<file path="src/rtl/sif_pkg.sv">
`timescale 1ns/1ps
package sif_pkg;
  typedef enum logic [1:0] {
    PH_MODE = 2'd0,
    PH_CMD  = 2'd1,
    PH_RUN  = 2'd2
  } phase_e;

  localparam int ST_TXF     = 0;
  localparam int ST_RXF     = 1;
  localparam int ST_IDLE    = 2;
  localparam int ST_EXT_LSB = 3;
endpackage

</file>
<file path="src/rtl/sif_access.sv">
`timescale 1ns/1ps
module sif_access (
  input  logic clk,
  input  logic rst,
  input  logic cs_n,
  input  logic rd_n,
  input  logic wr_n,
  input  logic cd,
  output logic ctl_wr,
  output logic dat_wr,
  output logic dat_rd_done,
  output logic rd_en
);
  logic wr_req, rd_req, drd_req;
  logic wr_req_q, drd_req_q;

  // Strobe decode; both strobes low is treated as no access
  assign wr_req  = !cs_n && !wr_n && rd_n;
  assign rd_req  = !cs_n && !rd_n && wr_n;
  assign drd_req = rd_req && !cd;

  always_ff @(posedge clk) begin
    if (rst) begin
      wr_req_q  <= 1'b0;
      drd_req_q <= 1'b0;
    end else begin
      wr_req_q  <= wr_req;
      drd_req_q <= drd_req;
    end
  end

  // Leading edge of a write, trailing edge of a data read
  assign ctl_wr      = wr_req && !wr_req_q && cd;
  assign dat_wr      = wr_req && !wr_req_q && !cd;
  assign dat_rd_done = drd_req_q && !drd_req;
  assign rd_en       = rd_req;
endmodule

</file>
<file path="src/rtl/sif_cfg_seq.sv">
`timescale 1ns/1ps
module sif_cfg_seq #(
  parameter int DW       = 8,
  parameter int IRST_BIT = 6
) (
  input  logic          clk,
  input  logic          rst,
  input  logic          ctl_wr,
  input  logic [DW-1:0] wdata,
  output logic [DW-1:0] mode_q,
  output logic [DW-1:0] cmd_q,
  output logic          idle,
  output logic          soft_clr
);
  import sif_pkg::*;

  phase_e phase_q;
  logic   is_cmd;

  assign is_cmd   = ctl_wr && (phase_q != PH_MODE);
  assign soft_clr = is_cmd && wdata[IRST_BIT];
  assign idle     = (phase_q != PH_RUN);

  always_ff @(posedge clk) begin
    if (rst) begin
      phase_q <= PH_MODE;
      mode_q  <= '0;
      cmd_q   <= '0;
    end else if (ctl_wr) begin
      if (phase_q == PH_MODE) begin
        mode_q  <= wdata;
        phase_q <= PH_CMD;
      end else if (wdata[IRST_BIT]) begin
        phase_q <= PH_MODE;
      end else begin
        cmd_q   <= wdata;
        phase_q <= PH_RUN;
      end
    end
  end
endmodule

</file>
<file path="src/rtl/sif_tx_slot.sv">
`timescale 1ns/1ps
module sif_tx_slot #(
  parameter int DW = 8
) (
  input  logic          clk,
  input  logic          rst,
  input  logic          clr,
  input  logic          en,
  input  logic          load,
  input  logic [DW-1:0] load_data,
  output logic          tx_valid,
  input  logic          tx_ready,
  output logic [DW-1:0] tx_data,
  output logic          full
);
  logic full_q;
  logic [DW-1:0] data_q;

  always_ff @(posedge clk) begin
    if (rst) begin
      full_q <= 1'b0;
      data_q <= '0;
    end else if (clr) begin
      full_q <= 1'b0;
    end else if (load && en) begin
      full_q <= 1'b1;
      data_q <= load_data;
    end else if (full_q && tx_ready) begin
      full_q <= 1'b0;
    end
  end

  assign full     = full_q;
  assign tx_valid = full_q;
  assign tx_data  = data_q;
endmodule

</file>
<file path="src/rtl/sif_rx_slot.sv">
`timescale 1ns/1ps
module sif_rx_slot #(
  parameter int DW = 8
) (
  input  logic          clk,
  input  logic          rst,
  input  logic          clr,
  input  logic          en,
  input  logic          take,
  input  logic          rx_valid,
  output logic          rx_ready,
  input  logic [DW-1:0] rx_data,
  output logic [DW-1:0] hold,
  output logic          full
);
  logic full_q;
  logic [DW-1:0] data_q;

  assign rx_ready = en && !full_q;

  always_ff @(posedge clk) begin
    if (rst) begin
      full_q <= 1'b0;
      data_q <= '0;
    end else if (clr) begin
      full_q <= 1'b0;
    end else if (rx_valid && rx_ready) begin
      full_q <= 1'b1;
      data_q <= rx_data;
    end else if (take) begin
      full_q <= 1'b0;
    end
  end

  assign hold = data_q;
  assign full = full_q;
endmodule

</file>
<file path="src/rtl/sif_bus_front.sv">
`timescale 1ns/1ps
module sif_bus_front #(
  parameter int DW       = 8,
  parameter int IRST_BIT = 6,
  localparam int EXTW    = DW - 3
) (
  input  logic            clk,
  input  logic            rst,
  input  logic            cs_n,
  input  logic            rd_n,
  input  logic            wr_n,
  input  logic            cd,
  input  logic [DW-1:0]   bus_in,
  output logic [DW-1:0]   bus_out,
  output logic            bus_oe,
  input  logic [EXTW-1:0] ext_stat,
  output logic            tx_valid,
  input  logic            tx_ready,
  output logic [DW-1:0]   tx_data,
  input  logic            rx_valid,
  output logic            rx_ready,
  input  logic [DW-1:0]   rx_data,
  output logic [DW-1:0]   mode_q,
  output logic [DW-1:0]   cmd_q,
  output logic            idle
);
  import sif_pkg::*;

  logic ctl_wr, dat_wr, dat_rd_done, rd_en;
  logic soft_clr, tx_full, rx_full;
  logic [DW-1:0] rx_hold, status;

  sif_access u_access (
    .clk(clk), .rst(rst), .cs_n(cs_n), .rd_n(rd_n), .wr_n(wr_n), .cd(cd),
    .ctl_wr(ctl_wr), .dat_wr(dat_wr), .dat_rd_done(dat_rd_done), .rd_en(rd_en)
  );

  sif_cfg_seq #(.DW(DW), .IRST_BIT(IRST_BIT)) u_cfg (
    .clk(clk), .rst(rst), .ctl_wr(ctl_wr), .wdata(bus_in),
    .mode_q(mode_q), .cmd_q(cmd_q), .idle(idle), .soft_clr(soft_clr)
  );

  sif_tx_slot #(.DW(DW)) u_tx (
    .clk(clk), .rst(rst), .clr(soft_clr), .en(!idle), .load(dat_wr),
    .load_data(bus_in), .tx_valid(tx_valid), .tx_ready(tx_ready),
    .tx_data(tx_data), .full(tx_full)
  );

  sif_rx_slot #(.DW(DW)) u_rx (
    .clk(clk), .rst(rst), .clr(soft_clr), .en(!idle), .take(dat_rd_done),
    .rx_valid(rx_valid), .rx_ready(rx_ready), .rx_data(rx_data),
    .hold(rx_hold), .full(rx_full)
  );

  always_comb begin
    status = '0;
    status[ST_TXF]  = tx_full;
    status[ST_RXF]  = rx_full;
    status[ST_IDLE] = idle;
    status[DW-1:ST_EXT_LSB] = ext_stat;
  end

  assign bus_oe  = rd_en;
  assign bus_out = rd_en ? (cd ? status : rx_hold) : '0;
endmodule

</file>
<file path="config.mk">
export PLATFORM = sky130hd
export DESIGN_NAME = sif_bus_front
export DESIGN_NICKNAME = d
export VERILOG_FILES = /design/src/rtl/sif_pkg.sv /design/src/rtl/sif_access.sv /design/src/rtl/sif_cfg_seq.sv /design/src/rtl/sif_tx_slot.sv /design/src/rtl/sif_rx_slot.sv /design/src/rtl/sif_bus_front.sv
export SDC_FILE = /design/constraint.sdc
export NUM_CORES = 1
export LEC_CHECK = 0
export BUFFER_PORTS_ARGS = -buffer_cell sky130_fd_sc_hd__buf_2
export CAP_MARGIN = 30
export CORE_AREA = 2 2 63 65
export CTS_CLUSTER_DIAMETER = 150
export DETAILED_ROUTE_END_ITERATION = 7
export DIE_AREA = 0 0 65 67
export PLACE_DENSITY = 0.74
export SLEW_MARGIN = 40
export SYNTH_ARGS = -nofsm -noshare
export SYNTH_HDL_FRONTEND = slang
export SYNTH_SLANG_ARGS = --single-unit
</file>
<file path="constraint.sdc">
create_clock -name clk -period 2.1 [get_ports clk]
set_clock_uncertainty 0.05 [all_clocks]
set_input_delay 0.21 -clock clk [delete_from_list [all_inputs] [get_ports clk]]
set_output_delay 0.21 -clock clk [all_outputs]
set_load 0.01 [all_outputs]
</file>
**Yosys cells after proc, flatten, opt, wreduce, memory -nomap -nowiden**

Cells that the tools add are included.
Widths: inputs -> output; s select.

- Input port bits: 29
- Output and inout bits: 36
- Bits in registers: 37

- Reductions and logical operators: 32
- Muxes and demuxes: 8
- Equal/unequal tests: 1
- Bitwise logic cells: 3

Operators with widths:

| kind | number |
|---|---|
| $mux 8 | 2 |
| $logic_and 1x1->1 | 15 |
| $logic_not 1->1 | 8 |
| $reduce_and 2->1 | 3 |
| $reduce_bool 2->1 | 3 |
| $mux 1 | 4 |
| $mux 2 | 2 |
| $not 1->1 | 3 |
| $reduce_and 3->1 | 1 |
| $logic_not 2->1 | 1 |
| $ne 2x2->1 const B | 1 |
| $reduce_or 2->1 | 1 |

**Longest topological paths before layout**

Gate-level depths: netlist of the first run.

- Word-level depth: 9
- Mapped depth: 5
- Depth with buffers taken out: 3

**By module**

Synthesis of the first run repeated with hierarchy kept, for this count alone.

- Cells, all modules: 188
- Area, all modules: 1757.9 µm²

Modules (own cells, without submodules):

| module | area an instance (µm²) | sequential area each (µm²) | cells each | times used |
|---|---|---|---|---|
| sif_cfg_seq | 688.2 | 340.3 | 80 | 1 |
| sif_rx_slot | 417.9 | 180.2 | 40 | 1 |
| sif_tx_slot | 409.1 | 180.2 | 40 | 1 |
| sif_bus_front | 145.1 | 0.0 | 18 | 1 |
| sif_access | 97.6 | 40.0 | 10 | 1 |

**Least setup slack after synthesis of the first run**

OpenSTA, ideal clock, no wires.

- Path kind: register to register
- Start: register u_access.wr_req_q
- End: register u_rx.data_q[0], in the netlist u_rx.hold[0]
- Period minus slack after synthesis: 1.566 ns
- Path buffers: 2
- Cell stages (with the launch flop): 6
- Path slack: 0.534 ns
- Arrival time: 1.397 ns
- Library setup time: 0.119 ns
- Data required time: 1.931 ns
- Cells stage by stage: dfxtp_1 or4b_1 buf_2 o2111a_1 buf_6 mux2i_1

- Cells in the longest elaborated chain, start to end: 7

Ends and longest elaborated chain:

| what | RTL line | source |
|---|---|---|
| from (decl) | sif_access.sv:15 | `logic wr_req_q, drd_req_q;` |
| from (signal assigned) | sif_access.sv:27 | `wr_req_q <= wr_req;` |
| $logic_not 1->1 | sif_access.sv:33 | `assign ctl_wr = wr_req && !wr_req_q && cd;` |
| $logic_and 1x1->1 (2 in a row) | sif_access.sv:33 |  |
| $logic_and 1x1->1 | sif_cfg_seq.sv:20 | `assign is_cmd = ctl_wr && (phase_q != PH_MODE);` |
| $logic_and 1x1->1 | sif_cfg_seq.sv:21 | `assign soft_clr = is_cmd && wdata[IRST_BIT];` |
| $not 1->1 (no source line) | - |  |
| $reduce_and 2->1 (no source line) | - |  |
| to (signal assigned) | sif_rx_slot.sv:29 | `data_q <= rx_data;` |
| to (decl) | sif_rx_slot.sv:17 | `logic [DW-1:0] data_q;` |

Every way passes these cells.
A chain may end at the register's enable or synchronous reset.

**Final worst setup path of the first run**

- Start: register u_access.wr_req_q
- End: register u_rx.data_q[3], in the netlist u_rx.hold[3]

Same word-level chain as after synthesis.

==> flow_summary_export.csv, run 1 <==
group,metric,value,unit
run_status,run_status,"finished clean",
power,internal-power,1.01,mW
place,dpl.cell_count,294,
route,avgViaCountPerCell,5.62,
setup_path,worst_setup_path_startpoint,"u_access.wr_req_q",
floorplan,core-area,0.00361,sq mm
floorplan,design.die.area,0.00436,sq mm
power,power.leakage,0.886,nW
route,initial_drt_markers,142,
setup_path,cells_on_worst_reg2reg_path,3,
floorplan,chipWidth,65,um
route,number_of_iterations_in_the_first_detailed_routing_pass,4,
layout,area_of_combinational_cells_with_multiple_inputs,887,sq um
floorplan,die_y,67,um
layout,synthToLayoutAreaGrowth,23.6,%
sta,timing.setup.tns,0,ns
clock_tree,number_of_h_tree_levels,2,
clock_tree,clk-insertion-delay-late,0.28,ns
sta,fmax,593,MHz
floorplan,rows,22,
sta,finalCritPeriodShare,80.3,%
layout,post_layout_nonfiller_instances,301,
sta,fin_crit,1.69,ns
sta,hold_violations,0,
clock_tree,clock-root-buffer,"clkbuf_8",
power,power_switching_share,23.1,%
power,p_switching,0.305,mW
place,detailed_place_hpwl,2910,um
hold_path,worstHoldStart,"cs_n",
synthesis,post-synth-top-area-cell,"dfxtp_1",
power,power.share.clock,36.7,%
setup_path,cp_data_arrival_time,1.78,ns
synthesis,postSynth.asyncResetShare,0,%
layout,num_antenna_cells,0,
power,combPwrFrac,9.5,%
sta,setup_viol,0,
hold_path,hold_class,"in2reg",
synthesis,synth_top_cell_area_share,42.9,%
setup_path,crit-reg2reg-launch,"u_access.wr_req_q",
hold_path,hold_path_depth,2,
sta,max-slew-margin-rel,52.9,%
sta,worst_pin_slew,0.706,ns
route,vias,1692,
clock_tree,numClockSinks,37,
job,max_cap_viols,0,
synthesis,synth_sequential_area_ratio,42.9,%
layout,final-seq-area,741,sq um
power,vdd_ir_drop_max,307,uV
power,cellPowerDensity,618,mW/mm^2
route,number_of_remaining_drc_errors,0,
route,route.final.wire_length,4250,um
setup_path,setup.worst_path.end_class,"flip-flop",
synthesis,synth_edf_count,0,
floorplan,initial_core_util,47.9,%
grt,vias_in_the_first_global_route,1522,
route,post_drt_wl_per_cell,14.1,um
layout,layout-drive-gt1-share,30.4,%
place,detailed_place.area,0.00205,sq mm
place,gp_routability_congestion,0.802,
place,port_buffers,63,
grt,grt_pass1_wl,6740,um
grt,grt_max_degree,46,
synthesis,synth.top_cells.by_area,"dfxtp_1, mux2i_1, a21oi_1",
clock_tree,hold_buffers,0,
power,pwr-share-seq,53.8,%
synthesis,synth_area,0.00173,sq mm
clock_tree,post_cts_buffers,0,
clock_tree,clkSlewWorstSetupHoldPaths,0.06,ns
synthesis,synth.lib_cells_used.distinct,31,
grt,grt_util_all_layers,20.0,%
grt,antenna_violations_before_repair,0,
hold_path,timing.hold.worst_endpoint,"u_access.wr_req_q",
synthesis,ys.warnings.count,0,
clock_tree,cts_tree,"built",
synthesis,synth_ff_type,"dfxtp_1",
setup_path,timing_worst_setup_path_type,"reg2reg",
setup_path,timing.reg2reg.setup_slack,0.41,ns
setup_path,worst_ep_required_time,2.19,ns
synthesis,synth-seq-cells,37,
setup_path,worst_setup_path_start_kind,"flip-flop",
synthesis,synth.net_count,229,
clock_tree,tritoncts.num_buffers,5,
clock_tree,post_cts_resized,0,
grt,grt-ovfl-total,0,
layout,final_net_count,282,
setup_path,path_max_fanout,8,
layout,layout.filler_cells,330,
route,ant_nets,0,
sta,final-max-slew-violation-count,0,
sta,grt_setup_unrepaired,"no",
synthesis,avgSynthCellArea,8.63,sq um
synthesis,synthesis.instances,200,
layout,layout.cell_area.non_filler,0.00213,sq mm
clock_tree,buffer_levels_on_the_longest_clock_path,2,
floorplan,number_of_top_level_pins,65,
setup_path,worst_r2r_endpoint,"u_rx.hold[3]",
[sequential cells by signal, indices dropped and copies added, names as in the netlist]
signal / flops
u_access.drd_req_q: 1
u_access.wr_req_q: 1
u_cfg.cmd_q: 7
u_cfg.mode_q: 8
u_cfg.phase_q: 2
u_rx.full: 1
u_rx.hold: 8
u_tx.full: 1
u_tx.tx_data: 8
[stage by stage]
step | hold slack, ns | util, % | setup WS, ns | power (mW)
2_1_floorplan | 0.237 | - | 0.534 | 0.797
3_3_place_gp | 0.400 | 56.8 | 0.422 | 0.849
3_5_place_dp | 0.403 | 56.8 | 0.360 | 0.849
4_1_cts | 0.104 | 59.2 | 0.422 | 1.33
5_1_grt | 0.113 | 59.2 | 0.316 | 1.37
6_report | 0.111 | 59.2 | 0.414 | 1.32
[per-layer routing]
| layer | vias to the layer above | GRT usage (%) | share of wire (%) |
|---|---|---|---|
| met5 | - | 0 | 0 |
| met3 | 6 | 3.89 | 6.6 |
| met1 | 782 | 26.0 | 46 |
| met2 | 76 | 30.9 | 46 |
| li1 | 828 | - | - |
| met4 | 0 | 11.4 | 1.5 |
[area by class of cell]
class,count,area share [%]
clock buffer,7,4.04
inverter,4,0.703
multi-input combinational,138,41.6
sequential,37,34.7
tap,48,2.81
timing repair buffer,67,16.2
[synth_stat cells, drive strengths merged, types with 2 or more instances]
| library cell | instances |
|---|---|
| inv | 3 |
| nor4b | 2 |
| or3b | 2 |
| dfxtp | 37 |
| o21ai | 10 |
| clkbuf | 16 |
| a21oi | 27 |
| o31ai | 15 |
| nor3 | 3 |
| buf | 5 |
| nor2b | 3 |
| nand3 | 10 |
| mux2i | 15 |
| nor2 | 10 |
| nand4 | 15 |
| nand2b | 16 |
[power groups by stage]
stage | sequential (mW) | combinational (mW) | clock, mW
global placement | 0.726 | 0.123 | 0
detailed placement | 0.726 | 0.124 | 0
global route | 0.710 | 0.136 | 0.520
CTS | 0.710 | 0.124 | 0.496
finish | 0.710 | 0.125 | 0.483
floorplan | 0.727 | 0.0700 | 0
[cells in the final DEF (no fill, tap or decap), drive strengths merged]
cell | Yosys | layout
inv | 3 | 3
nor2 | 10 | 10
a211oi | 1 | 1
nor3 | 3 | 3
or4b | 1 | 1
dfxtp | 37 | 37
clkinv | 1 | 1
o2111a | 1 | 1
nand4 | 15 | 15
nor4 | 1 | 1
nor3b | 1 | 1
nor4b | 2 | 2
mux2i | 15 | 15
nand3 | 10 | 10
buf | 5 | 67
o21ai | 10 | 10
conb | 1 | 1
nand2 | 1 | 1
o21bai | 1 | 1
or2 | 1 | 1
o31ai | 15 | 15
clkbuf | 16 | 7
a21oi | 27 | 27
o211a | 1 | 1
nand2b | 16 | 16
nor2b | 3 | 3
or3b | 2 | 2
[worst max-delay path by stage]
stage / to / slack (ns) / cells past startpoint
final: u_rx.hold[3] / 0.41 / 3
after global routing: u_cfg.mode_q[3] / 0.32 / 4
after CTS: u_rx.hold[3] / 0.42 / 3
after detailed placement: u_rx.hold[3] / 0.36 / 4
after global placement: u_rx.hold[3] / 0.42 / 4
after floorplan: u_rx.hold[0] / 0.53 / 5
[kinds of logic (layout without fill, tap and decap cells)]
family	after synthesis	count (layout)	share of synthesized area (%)
compound gates	56	56	19.3
buf+inv	25	78	6.23
flops	37	37	42.9
mux	15	15	8.70
other cells	1	1	0.217
simple gates	66	66	22.6
[critical path, cell delays in order, from the launching register on]
cell	delay [ns]
dfxtp_1	0.33
or4b_1	0.53
o2111a_1	0.45
mux2i_1	0.19
Note: power is estimated with default switching activity, not from simulation.
==> run 2: changes to the inputs <==
--- a/config.mk
+++ b/config.mk
@@ -5,13 +5,14 @@
 export SDC_FILE = /design/constraint.sdc
 export NUM_CORES = 1
 export LEC_CHECK = 0
+export ABC_AREA = 1
 export BUFFER_PORTS_ARGS = -buffer_cell sky130_fd_sc_hd__buf_2
 export CAP_MARGIN = 30
-export CORE_AREA = 2 2 63 65
+export CORE_AREA = 2 2 62 64
 export CTS_CLUSTER_DIAMETER = 150
 export DETAILED_ROUTE_END_ITERATION = 7
-export DIE_AREA = 0 0 65 67
-export PLACE_DENSITY = 0.74
+export DIE_AREA = 0 0 64 66
+export PLACE_DENSITY = 0.73
 export SLEW_MARGIN = 40
 export SYNTH_ARGS = -nofsm -noshare
 export SYNTH_HDL_FRONTEND = slang
==> constraint.sdc (replaced) <==
create_clock -name clk -period 1.6 [get_ports clk]
set_clock_uncertainty 0.05 [all_clocks]
set_input_delay 0.16 -clock clk [delete_from_list [all_inputs] [get_ports clk]]
set_output_delay 0.16 -clock clk [all_outputs]
set_load 0.01 [all_outputs]
==> flow_summary_export.csv, run 2 <==
group,metric,value,unit
setup_path,critical_path.slowest_cell,"dfxtp_1",
job,max_cap_viols,0,
power,power.leakage,0.983,nW
synthesis,synthesis.instances,217,
power,vdd_ir_drop_max,434,uV
synthesis,synth_sequential_area_ratio,45.5,%
place,gp_routability_congestion,0.833,
power,pwr-share-seq,58.9,%
setup_path,cpPeakStageDelay,0.42,ns
grt,gr-usage-met2,28.8,%
grt,met3_usage,5.45,%
setup_path,crit-reg2reg-launch,"u_cfg.phase_q[1]",
sta,fin_crit,1.48,ns
floorplan,core-area,0.00355,sq mm
route,vias,1565,
synthesis,avgSynthCellArea,7.50,sq um
floorplan,initial_core_util,45.8,%
route,number_of_remaining_drc_errors,0,
grt,vias_in_the_first_global_route,1356,
synthesis,synth_area,0.00163,sq mm
route,number_of_iterations_in_the_first_detailed_routing_pass,4,
route,ant_nets,0,
setup_path,worst_ep_required_time,1.39,ns
route,avgViaCountPerCell,4.67,
setup_path,timing_worst_setup_path_type,"reg2out",
layout,leading_cell_type_in_the_layout_fill_and_taps_excluded,"buf_2",
synthesis,post-synth-top-area-cell,"dfxtp_1",
clock_tree,post_cts_resized,0,
grt,grt_pass1_wl,6020,um
clock_tree,numClockSinks,37,
synthesis,synth.net_count,246,
hold_path,hold_class,"in2reg",
setup_path,path_max_fanout,5,
grt,gr-usage-met1,23.2,%
floorplan,rows,22,
power,combPwrFrac,8.3,%
synthesis,synth_edf_count,0,
clock_tree,cts_tree,"built",
sta,fmax,677,MHz
place,port_buffers,63,
sta,finalCritPeriodShare,92.4,%
floorplan,number_of_top_level_pins,65,
synthesis,most_common_cell_in_the_synthesized_netlist,"nand2_1",
layout,layout.cells.most_common_list,"buf_2, nand2_1, dfxtp_1, nor2_1, a21oi_1",
synthesis,synth_top_cell_area_share,45.5,%
synthesis,synth_top_cells_by_count,"nand2_1, dfxtp_1, nor2_1, a21oi_1, inv_1",
power,p_switching,0.393,mW
synthesis,synth_ff_type,"dfxtp_1",
sta,hold_violations,0,
floorplan,chipWidth,64,um
route,initial_drt_markers,67,
synthesis,ys.warnings.count,0,
grt,antenna_violations_before_repair,0,
clock_tree,clk-insertion-delay-late,0.35,ns
hold_path,worstHoldStart,"bus_in[0]",
power,power.share.clock,32.8,%
synthesis,synth.top_cells.by_area,"dfxtp_1, nand2_1, a21oi_1",
synthesis,postSynth.asyncResetShare,0,%
synthesis,synth-seq-cells,37,
clock_tree,buffer_levels_on_the_longest_clock_path,2,
setup_path,crit_chain,"inv_2 -> nand2_4 -> inv_1 -> a21oi_1 -> buf_2",
clock_tree,post_cts_buffers,0,
power,post-layout-total-power,1.58,mW
power,power_switching_share,24.9,%
setup_path,worst_setup_path_start_kind,"flip-flop",
floorplan,design.die.area,0.00422,sq mm
power,internal-power,1.19,mW
route,route.final.wire_length,3540,um
layout,synthToLayoutAreaGrowth,27.7,%
grt,grt_util_all_layers,18.3,%
setup_path,setup.worst_path.end_class,"primary output",
clock_tree,clkSlewWorstSetupHoldPaths,0.11,ns
sta,grt_setup_unrepaired,"no",
grt,globalRoute.busiestLayer,"met2",
grt,grt-ovfl-total,0,
layout,num_antenna_cells,0,
setup_path,worst_setup_path_startpoint,"u_cfg.phase_q[0]",
place,detailed_place_hpwl,2690,um
run_status,run_status,"finished clean",
clock_tree,number_of_h_tree_levels,2,
grt,grt_max_degree,20,
sta,timing.setup.tns,0,ns
layout,layout-drive-gt1-share,34.8,%
floorplan,die_y,66,um
route,post_drt_wl_per_cell,10.6,um
sta,final-max-slew-violation-count,0,
setup_path,cp_data_arrival_time,1.27,ns
clock_tree,tritoncts.num_buffers,5,
sta,setup_viol,0,
clock_tree,clock-root-buffer,"clkbuf_4",
synthesis,synth.lib_cells_used.distinct,23,
power,cellPowerDensity,759,mW/mm^2
setup_path,cp_top_family,"flip-flops",
setup_path,path_buf_inv,3,
layout,final_net_count,316,
## run 2: kinds of logic after synthesis
group | after synthesis | share of synthesized area [%]
and+or+nand+nor | 107 | 30.7
AOI/OAI and AO/OA | 45 | 15.7
DFF | 37 | 45.5
buffers and inverters | 27 | 7.92
other | 1 | 0.230
## run 2: power by group through the flow
stage               clock [mW]  sequential [mW]  combinational [mW]
finish                   0.518            0.931               0.131
global route             0.570            0.932               0.147
CTS                      0.524            0.931               0.130
detailed placement           0            0.952               0.130
global placement             0            0.952               0.128
floorplan                    0            0.954              0.0623
## run 2: layer usage
| layer | vias up | wire, um |
|---|---|---|
| met5 | - | 0 |
| met1 | 687 | 1640 |
| met2 | 37 | 1650 |
| li1 | 834 | - |
| met3 | 7 | 180 |
| met4 | 0 | 63 |
## run 2: area by class of cell
type / instances / area [sq um]
clock buffer: 6 / 51.3
fill: 351 / 1470
multi-input combinational: 153 / 758
clock inverter: 1 / 7.51
timing repair buffer: 71 / 390
inverter: 19 / 71.3
sequential: 37 / 741
tap: 48 / 60.1
## run 2: timing repair
item / 4_1_cts / 5_1_grt
endpoints found under the hold margin: 0 / 1
hold buffers: 0 / 1
setup endpoints to repair: 0 / 0
## run 2: final timing paths
path | to | slack [ns] | cells past startpoint
setup / recovery | bus_out[2] | 0.12 | 5
hold / removal | u_cfg.cmd_q[0] | 0.02 | 3
setup reg to reg | u_rx.hold[3] | 0.27 | 6
hold reg to reg | u_cfg.mode_q[4] | 0.41 | 2
## run 2: per-stage QoR
| stage | area (sq um) | hold slack [ns] | utilization [%] | instances | worst slack [ns] |
|---|---|---|---|---|---|
| global placement | 2010 | 0.373 | 56.6 | 327 | 0.230 |
| floorplan | 1630 | 0.231 | - | 217 | 0.240 |
| detailed placement | 2010 | 0.379 | 56.6 | 327 | 0.191 |
| finish | 2080 | 0.0222 | 58.6 | 335 | 0.122 |
| CTS | 2070 | 0.00485 | 58.3 | 334 | 0.104 |
| global route | 2080 | 0.00976 | 58.6 | 335 | 0.0135 |
## run 2: worst min-delay path, cell delays in order
cell,delay [ns]
buf_2,0.12
nand2_1,0.06
a21oi_1,0.05
==> run 3: changes to the inputs <==
--- a/config.mk
+++ b/config.mk
@@ -8,12 +8,15 @@
 export ABC_AREA = 1
 export BUFFER_PORTS_ARGS = -buffer_cell sky130_fd_sc_hd__buf_2
 export CAP_MARGIN = 30
-export CORE_AREA = 2 2 62 64
+export CELL_PAD_IN_SITES_DETAIL_PLACEMENT = 1
+export CELL_PAD_IN_SITES_GLOBAL_PLACEMENT = 1
+export CORE_AREA = 2 2 74 76
 export CTS_CLUSTER_DIAMETER = 150
 export DETAILED_ROUTE_END_ITERATION = 7
-export DIE_AREA = 0 0 64 66
+export DIE_AREA = 0 0 76 78
 export PLACE_DENSITY = 0.73
 export SLEW_MARGIN = 40
 export SYNTH_ARGS = -nofsm -noshare
 export SYNTH_HDL_FRONTEND = slang
 export SYNTH_SLANG_ARGS = --single-unit
+export TNS_END_PERCENT = 1
==> flow_summary_export.csv, run 3 (synthesized netlist as in run 2, its figures left out) <==
group,metric,value,unit
run_status,run_status,"finished clean",
place,detailed_place_hpwl,3420,um
setup_path,timing_worst_setup_path_type,"reg2out",
hold_path,hold_class,"in2reg",
layout,layout.filler_cells,688,
grt,vias_in_the_first_global_route,1630,
layout,final_net_count,315,
clock_tree,post_cts_buffers,0,
floorplan,die_y,78,um
floorplan,number_of_top_level_pins,65,
sta,hold_violations,0,
setup_path,crit-reg2reg-launch,"u_access.wr_req_q",
power,vdd_ir_drop_max,428,uV
route,route.final.wire_length,4470,um
place,gp_routability_congestion,0.764,
layout,synthToLayoutAreaGrowth,32.6,%
clock_tree,cts_tree,"built",
clock_tree,hold_buffers,0,
clock_tree,numClockSinks,37,
sta,fin_crit,1.40,ns
sta,finalWorstSetupSlack,0.203,ns
setup_path,setup.worst_path.end_class,"primary output",
layout,layout.cells.most_common_list,"buf_2, nand2_1, dfxtp_1, nor2_1, a21oi_1",
clock_tree,clock-root-buffer,"clkbuf_8",
setup_path,path_max_fanout,5,
route,initial_drt_markers,37,
setup_path,worst_setup_path_start_kind,"flip-flop",
floorplan,design.die.area,0.00593,sq mm
layout,num_antenna_cells,0,
clock_tree,clkSlewWorstSetupHoldPaths,0.07,ns
setup_path,endpoint,"bus_out[2]",
sta,grt_setup_unrepaired,"no",
sta,finalCritPeriodShare,87.3,%
job,max_cap_viols,0,
grt,grt-ovfl-total,0,
clock_tree,tritoncts.num_buffers,5,
layout,layout-drive-gt1-share,35.2,%
floorplan,chipWidth,76,um
clock_tree,buffer_levels_on_the_longest_clock_path,2,
layout,leading_cell_type_in_the_layout_fill_and_taps_excluded,"buf_2",
floorplan,core-area,0.00504,sq mm
clock_tree,post_cts_resized,0,
setup_path,cells_on_worst_reg2reg_path,7,
sta,max-slew-margin-rel,66.3,%
route,vias,1653,
sta,timing.setup.tns,0,ns
setup_path,worst_ep_required_time,1.39,ns
clock_tree,clk-insertion-delay-late,0.29,ns
place,port_buffers,63,
floorplan,initial_core_util,32.3,%
route,post_drt_wl_per_cell,12.5,um
setup_path,worst_setup_path_startpoint,"u_cfg.phase_q[0]",
layout,area_of_combinational_cells_with_multiple_inputs,758,sq um
setup_path,worst_r2r_endpoint,"u_cfg.cmd_q[4]",
clock_tree,number_of_h_tree_levels,2,
sta,final-max-slew-violation-count,0,
grt,grt_pass1_wl,7630,um
hold_path,hold_path_depth,3,
sta,fmax,716,MHz
setup_path,timing.reg2reg.setup_slack,0.24,ns
sta,worst_pin_slew,0.505,ns
layout,final-seq-area,741,sq um
route,avgViaCountPerCell,4.63,
place,dp_slack,0.103,ns
grt,grt_util_all_layers,16.2,%
route,number_of_remaining_drc_errors,0,
power,cellPowerDensity,883,mW/mm^2
sta,setup_viol,0,
route,ant_nets,0,
route,number_of_iterations_in_the_first_detailed_routing_pass,4,
setup_path,cp_data_arrival_time,1.19,ns
power,power.leakage,1.01,nW
grt,antenna_violations_before_repair,0,
grt,grt_max_degree,20,
hold_path,worstHoldStart,"rd_n",
floorplan,rows,26,
-- run 3: layout make-up --
| type | instances | area share (%) |
|---|---|---|
| clock inverters | 2 | 1.74 |
| inverters | 19 | 3.30 |
| well taps | 70 | 4.06 |
| clock buffers | 6 | 3.83 |
| multi-input cells | 153 | 35.1 |
| flip-flops and latches | 37 | 34.3 |
| repair buffers | 70 | 17.6 |
-- run 3: power breakdown --
| group | internal [mW] | switching [mW] | total, mW |
|---|---|---|---|
| sequential | 0.927 | 0.00355 | 0.930 |
| clock | 0.507 | 0.336 | 0.842 |
| combinational | 0.0518 | 0.0818 | 0.134 |
| total | 1.49 | 0.421 | 1.91 |
-- run 3: worst min path at each step --
stage                         to  slack (ns)
5_1_grt           u_cfg.cmd_q[5]        0.08
4_1_cts        u_access.wr_req_q        0.07
2_1_floorplan  u_access.wr_req_q        0.23
3_5_place_dp   u_access.wr_req_q        0.39
6_report       u_access.wr_req_q        0.08
3_3_place_gp   u_access.wr_req_q        0.37
-- run 3: routing by layer --
layer  up-vias  track usage [%]  routed length (um)  part of all wire (%)
met5         -                0                   0                     0
met4         0             5.45                  47                   1.1
met3         4             4.88                 153                   3.4
met2        32             26.3                2160                    48
met1       779             20.5                2110                    47
li1        838                -                   -                     -
-- run 3: through the flow --
stage	instance area, sq um	instances	hold slack, ns	power [mW]	utilization, %
2_1_floorplan	1630	217	0.231	1.02	-
3_3_place_gp	2040	349	0.374	1.08	40.4
3_5_place_dp	2040	349	0.386	1.09	40.4
4_1_cts	2160	357	0.0734	1.94	42.8
5_1_grt	2160	357	0.0780	2.00	42.8
6_report	2160	357	0.0817	1.91	42.8
-- run 3: worst max-delay path: stages, from the launching register on --
cell and delay [ns]:
dfxtp_1 0.42, inv_2 0.06, nand2_4 0.10, inv_1 0.05, a21oi_1 0.12, buf_2 0.14
